===== config.mk =====
export PLATFORM = sky130hd
export DESIGN_NAME = sram_ctl
export DESIGN_NICKNAME = d
export VERILOG_FILES = /design/src/rtl/sram_ctl_pkg.sv /design/src/rtl/sram_wait_ctr.sv /design/src/rtl/sram_dq_path.sv /design/src/rtl/sram_ctl.sv
export SDC_FILE = /design/constraint.sdc
export NUM_CORES = 1
export LEC_CHECK = 0
export ABC_AREA = 1
export BUFFER_PORTS_ARGS = -buffer_cell sky130_fd_sc_hd__buf_2
export CAP_MARGIN = 20
export CORE_MARGIN = 4
export CORE_UTILIZATION = 52
export CTS_BUF_LIST = sky130_fd_sc_hd__clkbuf_8
export DETAILED_ROUTE_END_ITERATION = 8
export PLACE_DENSITY = 0.91
export SLEW_MARGIN = 5
export SYNTH_ARGS = -nofsm -noshare
export SYNTH_HDL_FRONTEND = slang
export SYNTH_SLANG_ARGS = --single-unit

===== constraint.sdc =====
create_clock -name clk -period 3.58 [get_ports clk]
set_clock_uncertainty 0.2 [all_clocks]
set_input_delay 0.716 -clock clk [delete_from_list [all_inputs] [get_ports clk]]
set_output_delay 0.716 -clock clk [all_outputs]
set_load 0.05 [all_outputs]

===== src/rtl/sram_ctl_pkg.sv =====
package sram_ctl_pkg;

  typedef enum logic [2:0] {
    ST_IDLE,
    ST_READ,
    ST_WSETUP,
    ST_WPULSE,
    ST_WHOLD
  } ctl_state_t;

  function automatic int ceil_div(input int num, input int den);
    return (num + den - 1) / den;
  endfunction

  function automatic int at_least_one(input int v);
    return (v < 1) ? 1 : v;
  endfunction

endpackage


===== src/rtl/sram_wait_ctr.sv =====
module sram_wait_ctr #(
  parameter int CW = 4
) (
  input  logic          clk,
  input  logic          rst,
  input  logic          load,
  input  logic [CW-1:0] load_val,
  output logic          zero
);

  logic [CW-1:0] cnt;

  always_ff @(posedge clk) begin
    if (rst)
      cnt <= '0;
    else if (load)
      cnt <= load_val;
    else if (cnt != '0)
      cnt <= cnt - 1'b1;
  end

  assign zero = (cnt == '0);

  // once drained, the count stays drained until reloaded
  p_ctr_hold_zero_r8: assert property (@(posedge clk) disable iff (rst)
    (zero && !load) |=> zero);

endmodule


===== src/rtl/sram_dq_path.sv =====
module sram_dq_path #(
  parameter int DATA_W = 8
) (
  input  logic              clk,
  input  logic              rst,
  input  logic              latch_wr,
  input  logic [DATA_W-1:0] wdata,
  input  logic              drive_n,
  input  logic              capture,
  input  logic [DATA_W-1:0] dq_in,
  output logic [DATA_W-1:0] dq_out,
  output logic              dq_oe,
  output logic [DATA_W-1:0] rdata
);

  always_ff @(posedge clk) begin
    if (rst) begin
      dq_out <= '0;
      dq_oe  <= 1'b0;
      rdata  <= '0;
    end else begin
      if (latch_wr) dq_out <= wdata;
      dq_oe <= drive_n;
      if (capture) rdata <= dq_in;
    end
  end

  // write data does not change while it is being driven
  p_data_stable_r6: assert property (@(posedge clk) disable iff (rst)
    (dq_oe && $past(dq_oe)) |-> $stable(dq_out));

endmodule


===== src/rtl/sram_ctl.sv =====
module sram_ctl
  import sram_ctl_pkg::*;
#(
  parameter int ADDR_W     = 17,
  parameter int DATA_W     = 8,
  parameter int CLK_PS     = 8000,
  parameter int FAST_GRADE = 1
) (
  input  logic              clk,
  input  logic              rst,
  input  logic              host_req,
  input  logic              host_wr,
  input  logic [ADDR_W-1:0] host_addr,
  input  logic [DATA_W-1:0] host_wdata,
  output logic              host_ack,
  output logic [DATA_W-1:0] host_rdata,
  output logic [ADDR_W-1:0] mem_addr,
  output logic              mem_sel_n,
  output logic              mem_sel,
  output logic              mem_oe_n,
  output logic              mem_we_n,
  output logic [DATA_W-1:0] mem_dq_out,
  input  logic [DATA_W-1:0] mem_dq_in,
  output logic              mem_dq_oe
);

  localparam int ACCESS_PS = ((FAST_GRADE != 0) ? 35 : 70) * 1000;
  localparam int FLOAT_PS  = ((FAST_GRADE != 0) ? 10 : 25) * 1000;
  localparam int RD_CYC    = at_least_one(ceil_div(ACCESS_PS, CLK_PS));
  localparam int TA_CYC    = at_least_one(ceil_div(FLOAT_PS, CLK_PS));
  localparam int MAX_CYC   = (RD_CYC > TA_CYC) ? RD_CYC : TA_CYC;
  localparam int CW        = $clog2(MAX_CYC + 1);
  localparam logic [CW-1:0] PHASE_LOAD = CW'(RD_CYC - 1);
  localparam logic [CW-1:0] TURN_LOAD  = CW'(TA_CYC);

  ctl_state_t state, state_n;
  logic accept, phase_load, phase_zero, turn_load, turn_zero;
  logic capture, done, latch_wr, drive_n;

  assign accept = host_req && !host_ack && (state == ST_IDLE);

  always_comb begin
    state_n    = state;
    phase_load = 1'b0;
    turn_load  = 1'b0;
    capture    = 1'b0;
    done       = 1'b0;
    latch_wr   = 1'b0;
    unique case (state)
      ST_IDLE: begin
        if (accept && !host_wr) begin
          state_n    = ST_READ;
          phase_load = 1'b1;
        end else if (accept && turn_zero) begin
          state_n  = ST_WSETUP;
          latch_wr = 1'b1;
        end
      end
      ST_READ: begin
        if (phase_zero) begin
          capture   = 1'b1;
          done      = 1'b1;
          turn_load = 1'b1;
          state_n   = ST_IDLE;
        end
      end
      ST_WSETUP: begin
        state_n    = ST_WPULSE;
        phase_load = 1'b1;
      end
      ST_WPULSE: begin
        if (phase_zero) state_n = ST_WHOLD;
      end
      ST_WHOLD: begin
        done    = 1'b1;
        state_n = ST_IDLE;
      end
      default: state_n = ST_IDLE;
    endcase
  end

  assign drive_n = (state_n == ST_WSETUP) || (state_n == ST_WPULSE) ||
                   (state_n == ST_WHOLD);

  always_ff @(posedge clk) begin
    if (rst) begin
      state     <= ST_IDLE;
      host_ack  <= 1'b0;
      mem_addr  <= '0;
      mem_sel_n <= 1'b1;
      mem_sel   <= 1'b0;
      mem_oe_n  <= 1'b1;
      mem_we_n  <= 1'b1;
    end else begin
      state     <= state_n;
      host_ack  <= done;
      if (accept && (!host_wr || turn_zero)) mem_addr <= host_addr;
      mem_sel_n <= (state_n == ST_IDLE);
      mem_sel   <= (state_n != ST_IDLE);
      mem_oe_n  <= (state_n != ST_READ);
      mem_we_n  <= (state_n != ST_WPULSE);
    end
  end

  sram_wait_ctr #(.CW(CW)) u_phase (
    .clk(clk), .rst(rst), .load(phase_load), .load_val(PHASE_LOAD),
    .zero(phase_zero)
  );

  sram_wait_ctr #(.CW(CW)) u_turn (
    .clk(clk), .rst(rst), .load(turn_load), .load_val(TURN_LOAD),
    .zero(turn_zero)
  );

  sram_dq_path #(.DATA_W(DATA_W)) u_dq (
    .clk(clk), .rst(rst), .latch_wr(latch_wr), .wdata(host_wdata),
    .drive_n(drive_n), .capture(capture), .dq_in(mem_dq_in),
    .dq_out(mem_dq_out), .dq_oe(mem_dq_oe), .rdata(host_rdata)
  );

  p_idle_deselect_r1: assert property (@(posedge clk) disable iff (rst)
    (mem_oe_n && mem_we_n && !mem_dq_oe) |-> (mem_sel_n != mem_sel) &&
    (mem_sel_n || mem_sel));

  p_read_no_drive_r2: assert property (@(posedge clk) disable iff (rst)
    !mem_oe_n |-> (!mem_sel_n && mem_sel && mem_we_n));

  p_we_selected_r5: assert property (@(posedge clk) disable iff (rst)
    !mem_we_n |-> (!mem_sel_n && mem_sel && mem_dq_oe));

  p_setup_r4: assert property (@(posedge clk) disable iff (rst)
    $fell(mem_we_n) |-> ($past(mem_dq_oe) && $stable(mem_addr)));

  p_hold_r6: assert property (@(posedge clk) disable iff (rst)
    $rose(mem_we_n) |-> (mem_dq_oe && !mem_sel_n && $stable(mem_addr)));

  p_no_contention_r7: assert property (@(posedge clk) disable iff (rst)
    !(mem_dq_oe && !mem_oe_n));

  p_turn_gap_r8: assert property (@(posedge clk) disable iff (rst)
    $rose(mem_dq_oe) |-> $past(mem_oe_n));

  p_ack_pulse_r9: assert property (@(posedge clk) disable iff (rst)
    host_ack |=> !host_ack);

endmodule


==> metrics.csv, run 1 <==
metric,value,unit
post-route-worst-setup-slack,1.53,ns
final_layout_size_suffix_gt1_frac,0.302,
dpl_worst_slack,1.36,ns
holdWs,0.247,ns
worst-setup-path-type,flop to flop,
outcome,finished clean,
dp_hpwl,2880,um
cp.arrival,2.02,ns
insertion_delay,0.28,ns
leakagePower,1.12,nW
kind_of_end_point_of_the_critical_path,flop,
cp-start-kind,flop,
max-clock-path-buffers,2,
final_max_slew_viol_count,0,
via_per_inst,4.76,
cts-buffers-inserted,5,
ys_seq_elements,48,
synth_area_per_cell,7.97,um2
pwr_density_cell,939,mW/mm2
num-nets-final,339,
insertedDiodeCount,0,
antenna_found_initial,0,
ios,76,
final_hold_viol_count,0,
layout.cells.non_filler,344,
netlist_instances,226,
fmax,489,MHz
finish.utilization,0.676,
numPortBuffers,75,
tritoncts,done,
ys_seq_area_frac,0.533,
initial_utilization,0.540,
dieArea,0.00447,mm2
cts_post_setup_buffers_inserted,0,
clock_tree.root_cell,clkbuf_8,
place_area,0.00219,mm2
fillerInstances,312,
worst_slew_margin_rel,0.352,
post_cts_resize_count,0,
cts_hold_buf,0,
post-route-drc-count,0,
setup_repair_after_global_routing_missed_its_margin,no,
routed_wirelength,3890,um
finalSetupTns,0,ns
timing.final.crit_period,2.05,ns
synth.lib_cells_used.distinct,26,
grt_pass1_vias,1553,
final_gp_congestion,0.883,
leading_cell_type_in_the_layout_fill_and_taps_excluded,buf_2,
maxCapViolations,0,
vias,1636,
timing.hold.worst.class,flop to flop,
synth_warnings,0,
power.ir.vdd_worst,0.500,mV
critPathRequiredTime,3.56,ns
tightest_pin_transition,0.971,ns
grt_start_max_net_pins,42,
synthesis.nets,265,
h-tree-depth,2,
overall_overflow_remaining_after_global_route,0,
final_antenna_net_count,0,
path_clk_slew,0.08,ns
post_synth_instance_area,0.00180,mm2
min_period_over_period,0.572,
wire_per_inst,11.3,um
worstPathMaxFanout,11,
first_iter_violations,146,
most-common-layout-cells,"buf_2, nor2_1, dfxtp_1",
die_width,66.9,um
setup_viol,0,
drtPass1Iterations,4,
clock_sink_count,48,
grt_util_all_layers,0.190,
die_extent_in_y,66.9,um
postLayoutCellArea,0.00226,mm2
core_area,0.00334,mm2
fp-row-count,21,
wire_length_of_the_first_global_routing_pass,6530,um
synthToLayoutAreaGrowth,25.2,%
fin_total_pwr,2.12,mW
placed_cells_incl_taps,339,
-- sequential cells by signal (all words and copies together) (netlist names) --
signal       flops
u_dq.dq_oe       1
state            3
mem_addr        17
u_turn.cnt       3
mem_we_n         1
mem_sel          1
mem_oe_n         1
mem_sel_n        1
host_ack         1
u_dq.rdata       8
u_dq.dq_out      8
u_phase.cnt      3
-- synthesized netlist by cell type --
| cell type | n | area [um2] |
|---|---|---|
| a21oi_1 | 13 | 65.1 |
| buf_2 | 2 | 10.0 |
| buf_6 | 2 | 22.5 |
| clkbuf_1 | 4 | 15.0 |
| clkinv_1 | 1 | 3.75 |
| dfxtp_1 | 48 | 961 |
| ha_1 | 2 | 25.0 |
| inv_1 | 21 | 78.8 |
| inv_2 | 1 | 3.75 |
| inv_4 | 1 | 6.26 |
| nand2_1 | 18 | 67.6 |
| nand2_2 | 2 | 12.5 |
| nand2_4 | 1 | 11.3 |
| nand3_1 | 8 | 40.0 |
| nand3_2 | 1 | 10.0 |
| nand4_1 | 3 | 18.8 |
| nor2_1 | 54 | 203 |
| nor2_4 | 2 | 22.5 |
| nor3_1 | 1 | 5.00 |
| nor3_2 | 1 | 10.0 |
| nor3b_1 | 1 | 7.51 |
| o211ai_1 | 1 | 7.51 |
| o21ai_0 | 35 | 175 |
| o21ai_1 | 1 | 5.00 |
| or2_2 | 1 | 6.26 |
| xnor2_1 | 1 | 8.76 |
-- cells by family after synthesis --
logic type | count (synthesis) | synth area share
and+or+nand+nor | 93 | 0.230
adders and majority gates | 2 | 0.0139
buffers and inverters | 32 | 0.0778
AOI/OAI and AO/OA | 50 | 0.140
DFF | 48 | 0.533
xor gates and xnor gates | 1 | 0.00486
-- worst max-delay path: stages, from the launching register on --
cell      delay, ns
dfxtp_1        0.33
inv_1          0.07
ha_1           0.19
nand2_1        0.14
inv_1          0.13
nand3_1        0.29
clkinv_1       0.31
a21oi_1        0.19
a21oi_1        0.08
-- report_power, final --
part / total (mW) / internal, mW / switching [mW]
registers: 0.778 / 0.694 / 0.0842
logic: 1.06 / 0.248 / 0.812
clock network: 0.281 / 0.126 / 0.154
total: 2.12 / 1.07 / 1.05
-- path summary, 6_finish.rpt --
| kind | from | endpoint | slack (ns) | cells past startpoint |
|---|---|---|---|---|
| worst max register to register | u_phase.cnt[0] | u_turn.cnt[1] | 1.53 | 8 |
| worst max-delay path | u_phase.cnt[0] | u_turn.cnt[1] | 1.53 | 8 |
| worst min-delay path | u_dq.dq_out[3] | u_dq.dq_out[3] | 0.25 | 2 |
| worst min register to register | u_dq.dq_out[3] | u_dq.dq_out[3] | 0.25 | 2 |
-- layout make-up --
class	instances	area, um2	area share
Clock buffer	5	68.8	0.0305
Tap cell	46	57.6	0.0255
Sequential cell	48	961	0.426
Timing Repair Buffer	75	375	0.166
Inverter	24	92.6	0.0410
Multi-Input combinational cell	146	701	0.311
-- layer usage --
| metal | up-vias | share of wire | track usage |
|---|---|---|---|
| met5 | - | 0 | 0 |
| met4 | 0 | 0.011 | 0.0810 |
| met3 | 4 | 0.055 | 0.0438 |
| met2 | 42 | 0.48 | 0.318 |
| met1 | 727 | 0.45 | 0.233 |
| li1 | 863 | - | - |
(Power assumes the default switching activity.)
==> run 2: changes to the inputs <==
Settings changed: CORE_UTILIZATION 52 to 44, PLACE_DENSITY 0.91 to 0.82.
Clock period 3.58 ns to 1.8 ns, I/O delays scaled along.
==> metrics.csv, run 2 (synthesis results as in run 1) <==
metric,value,unit,change
cp-start-kind,flop,,unchanged
die_width,72.0,um,was 66.9 um
postLayoutCellArea,0.00232,mm2,was 0.00226 mm2
num-nets-final,344,,was 339
h-tree-depth,2,,unchanged
max-clock-path-buffers,2,,unchanged
via_per_inst,4.82,,was 4.76
finalSetupTns,0,ns,unchanged
initial_utilization,0.474,,was 0.540
leakagePower,1.15,nW,was 1.12 nW
pwr_density_cell,1860,mW/mm2,was 939 mW/mm2
most-common-layout-cells,"buf_2, nor2_1, dfxtp_1",,unchanged
drtPass1Iterations,4,,unchanged
final_layout_size_suffix_gt1_frac,0.327,,was 0.302
dieArea,0.00518,mm2,was 0.00447 mm2
final_antenna_net_count,0,,unchanged
placed_cells_incl_taps,345,,was 339
insertedDiodeCount,0,,unchanged
post-route-drc-count,0,,unchanged
cts-buffers-inserted,5,,unchanged
tritoncts,done,,unchanged
timing.final.crit_period,1.65,ns,was 2.05 ns
grt_pass1_vias,1610,,was 1553
routed_wirelength,4160,um,was 3890 um
grt_start_max_net_pins,19,,was 42
fp-row-count,22,,was 21
setup_viol,0,,unchanged
clock_tree.root_cell,clkbuf_8,,unchanged
leading_cell_type_in_the_layout_fill_and_taps_excluded,buf_2,,unchanged
synthToLayoutAreaGrowth,28.8,%,was 25.2%
layout.cells.non_filler,354,,was 344
fmax,607,MHz,was 489 MHz
worst_slew_margin_rel,0.806,,was 0.352
dp_hpwl,3070,um,was 2880 um
outcome,finished clean,,unchanged
maxCapViolations,0,,unchanged
die_extent_in_y,72.0,um,was 66.9 um
cp.arrival,1.64,ns,was 2.02 ns
antenna_found_initial,0,,unchanged
tightest_pin_transition,0.289,ns,was 0.971 ns
critPathRequiredTime,1.79,ns,was 3.56 ns
worstPathMaxFanout,18,,was 11
worst-setup-path-type,flop to flop,,unchanged
vias,1708,,was 1636
first_iter_violations,73,,was 146
wire_length_of_the_first_global_routing_pass,6670,um,was 6530 um
clock_sink_count,48,,unchanged
final_hold_viol_count,0,,unchanged
timing.reg2reg.setup_slack,0.15,ns,was 1.53 ns
grt_util_all_layers,0.160,,was 0.190
cpPeakStageDelay,0.38,ns,was 0.33 ns
overall_overflow_remaining_after_global_route,0,,unchanged
timing.hold.worst.class,input pin to flop,,was flop to flop
setup_repair_after_global_routing_missed_its_margin,no,,unchanged
final_max_slew_viol_count,0,,unchanged
place_area,0.00222,mm2,was 0.00219 mm2
path_cells,nor2_4 > nand2_2 > nor2_4 > nand2_1 > nand2_4 > inv_4 > nor2_1 > nor2_1,,was inv_1 > ha_1 > nand2_1 > inv_1 > nand3_1 > clkinv_1 > a21oi_1 > a21oi_1
largest_register_ff_count,17,,unchanged
wire_per_inst,11.7,um,was 11.3 um
core_area,0.00380,mm2,was 0.00334 mm2
final_gp_congestion,0.957,,was 0.883
cpMaxStageDelayCell,dfxtp_1,,unchanged
power.ir.vdd_worst,1.05,mV,was 0.500 mV
kind_of_end_point_of_the_critical_path,flop,,unchanged
largest_registers_ranked_by_flip_flop_count,"mem_addr x17, u_dq.dq_out x8, u_dq.rdata x8",,unchanged
numPortBuffers,75,,unchanged
finish.utilization,0.611,,was 0.676
ios,76,,unchanged
fin_total_pwr,4.31,mW,was 2.12 mW
largest_reg_by_ff_count,mem_addr,,unchanged
min_period_over_period,0.916,,was 0.572
insertion_delay,0.29,ns,was 0.28 ns
path_clk_slew,0.08,ns,about the same
==> run 2: metal layers <==
metal	up-vias	global-route usage	wire (um)
met2	65	0.269	1970
li1	879	-	-
met3	5	0.0471	342
met4	0	0.0710	44
met1	759	0.189	1800
met5	-	0	0
==> run 2: repair_timing <==
action	in CTS	in global routing
buffers inserted	0	0
resized for setup	0	4
hold buffers	0	0
setup endpoints to repair	0	10
==> run 2: worst max-delay path, delay by kind of cell (launching register included) <==
family                 cells  cell delay, ns
DFF                        1            0.38
buffers and inverters      1            0.12
and+or+nand+nor            7            0.84
==> run 2: cell type report <==
type / instances / area, um2
Clock buffer: 5 / 68.8
Clock inverter: 3 / 16.3
Fill cell: 354 / 1480
Inverter: 24 / 96.3
Multi-Input combinational cell: 146 / 708
Sequential cell: 48 / 961
Tap cell: 48 / 60.1
Timing Repair Buffer: 79 / 405
Timing Repair inverter: 1 / 5.00
==> run 2: through the flow <==
stage	hold WS, ns	setup WS [ns]
after floorplan	0.229	0.125
after global placement	0.229	0.124
after detailed placement	0.235	0.0502
after CTS	0.0785	0.0349
after global routing	0.0840	0.0189
final	0.0836	0.152
==> run 2: worst paths after layout <==
| check | cells after the start | from | to |
|---|---|---|---|
| worst max register to register | 8 | state[1] | mem_addr[0] |
| worst min register to register | 2 | u_dq.dq_out[2] | u_dq.dq_out[2] |
| worst max-delay path | 8 | state[1] | mem_addr[0] |
| worst min-delay path | 3 | host_addr[4] | mem_addr[4] |
==> run 2: report_power, final <==
part           total (mW)  switching [mW]  internal, mW
clock network       0.591           0.325         0.266
registers            1.55           0.166          1.38
logic                2.17            1.65         0.517
total                4.31            2.14          2.16
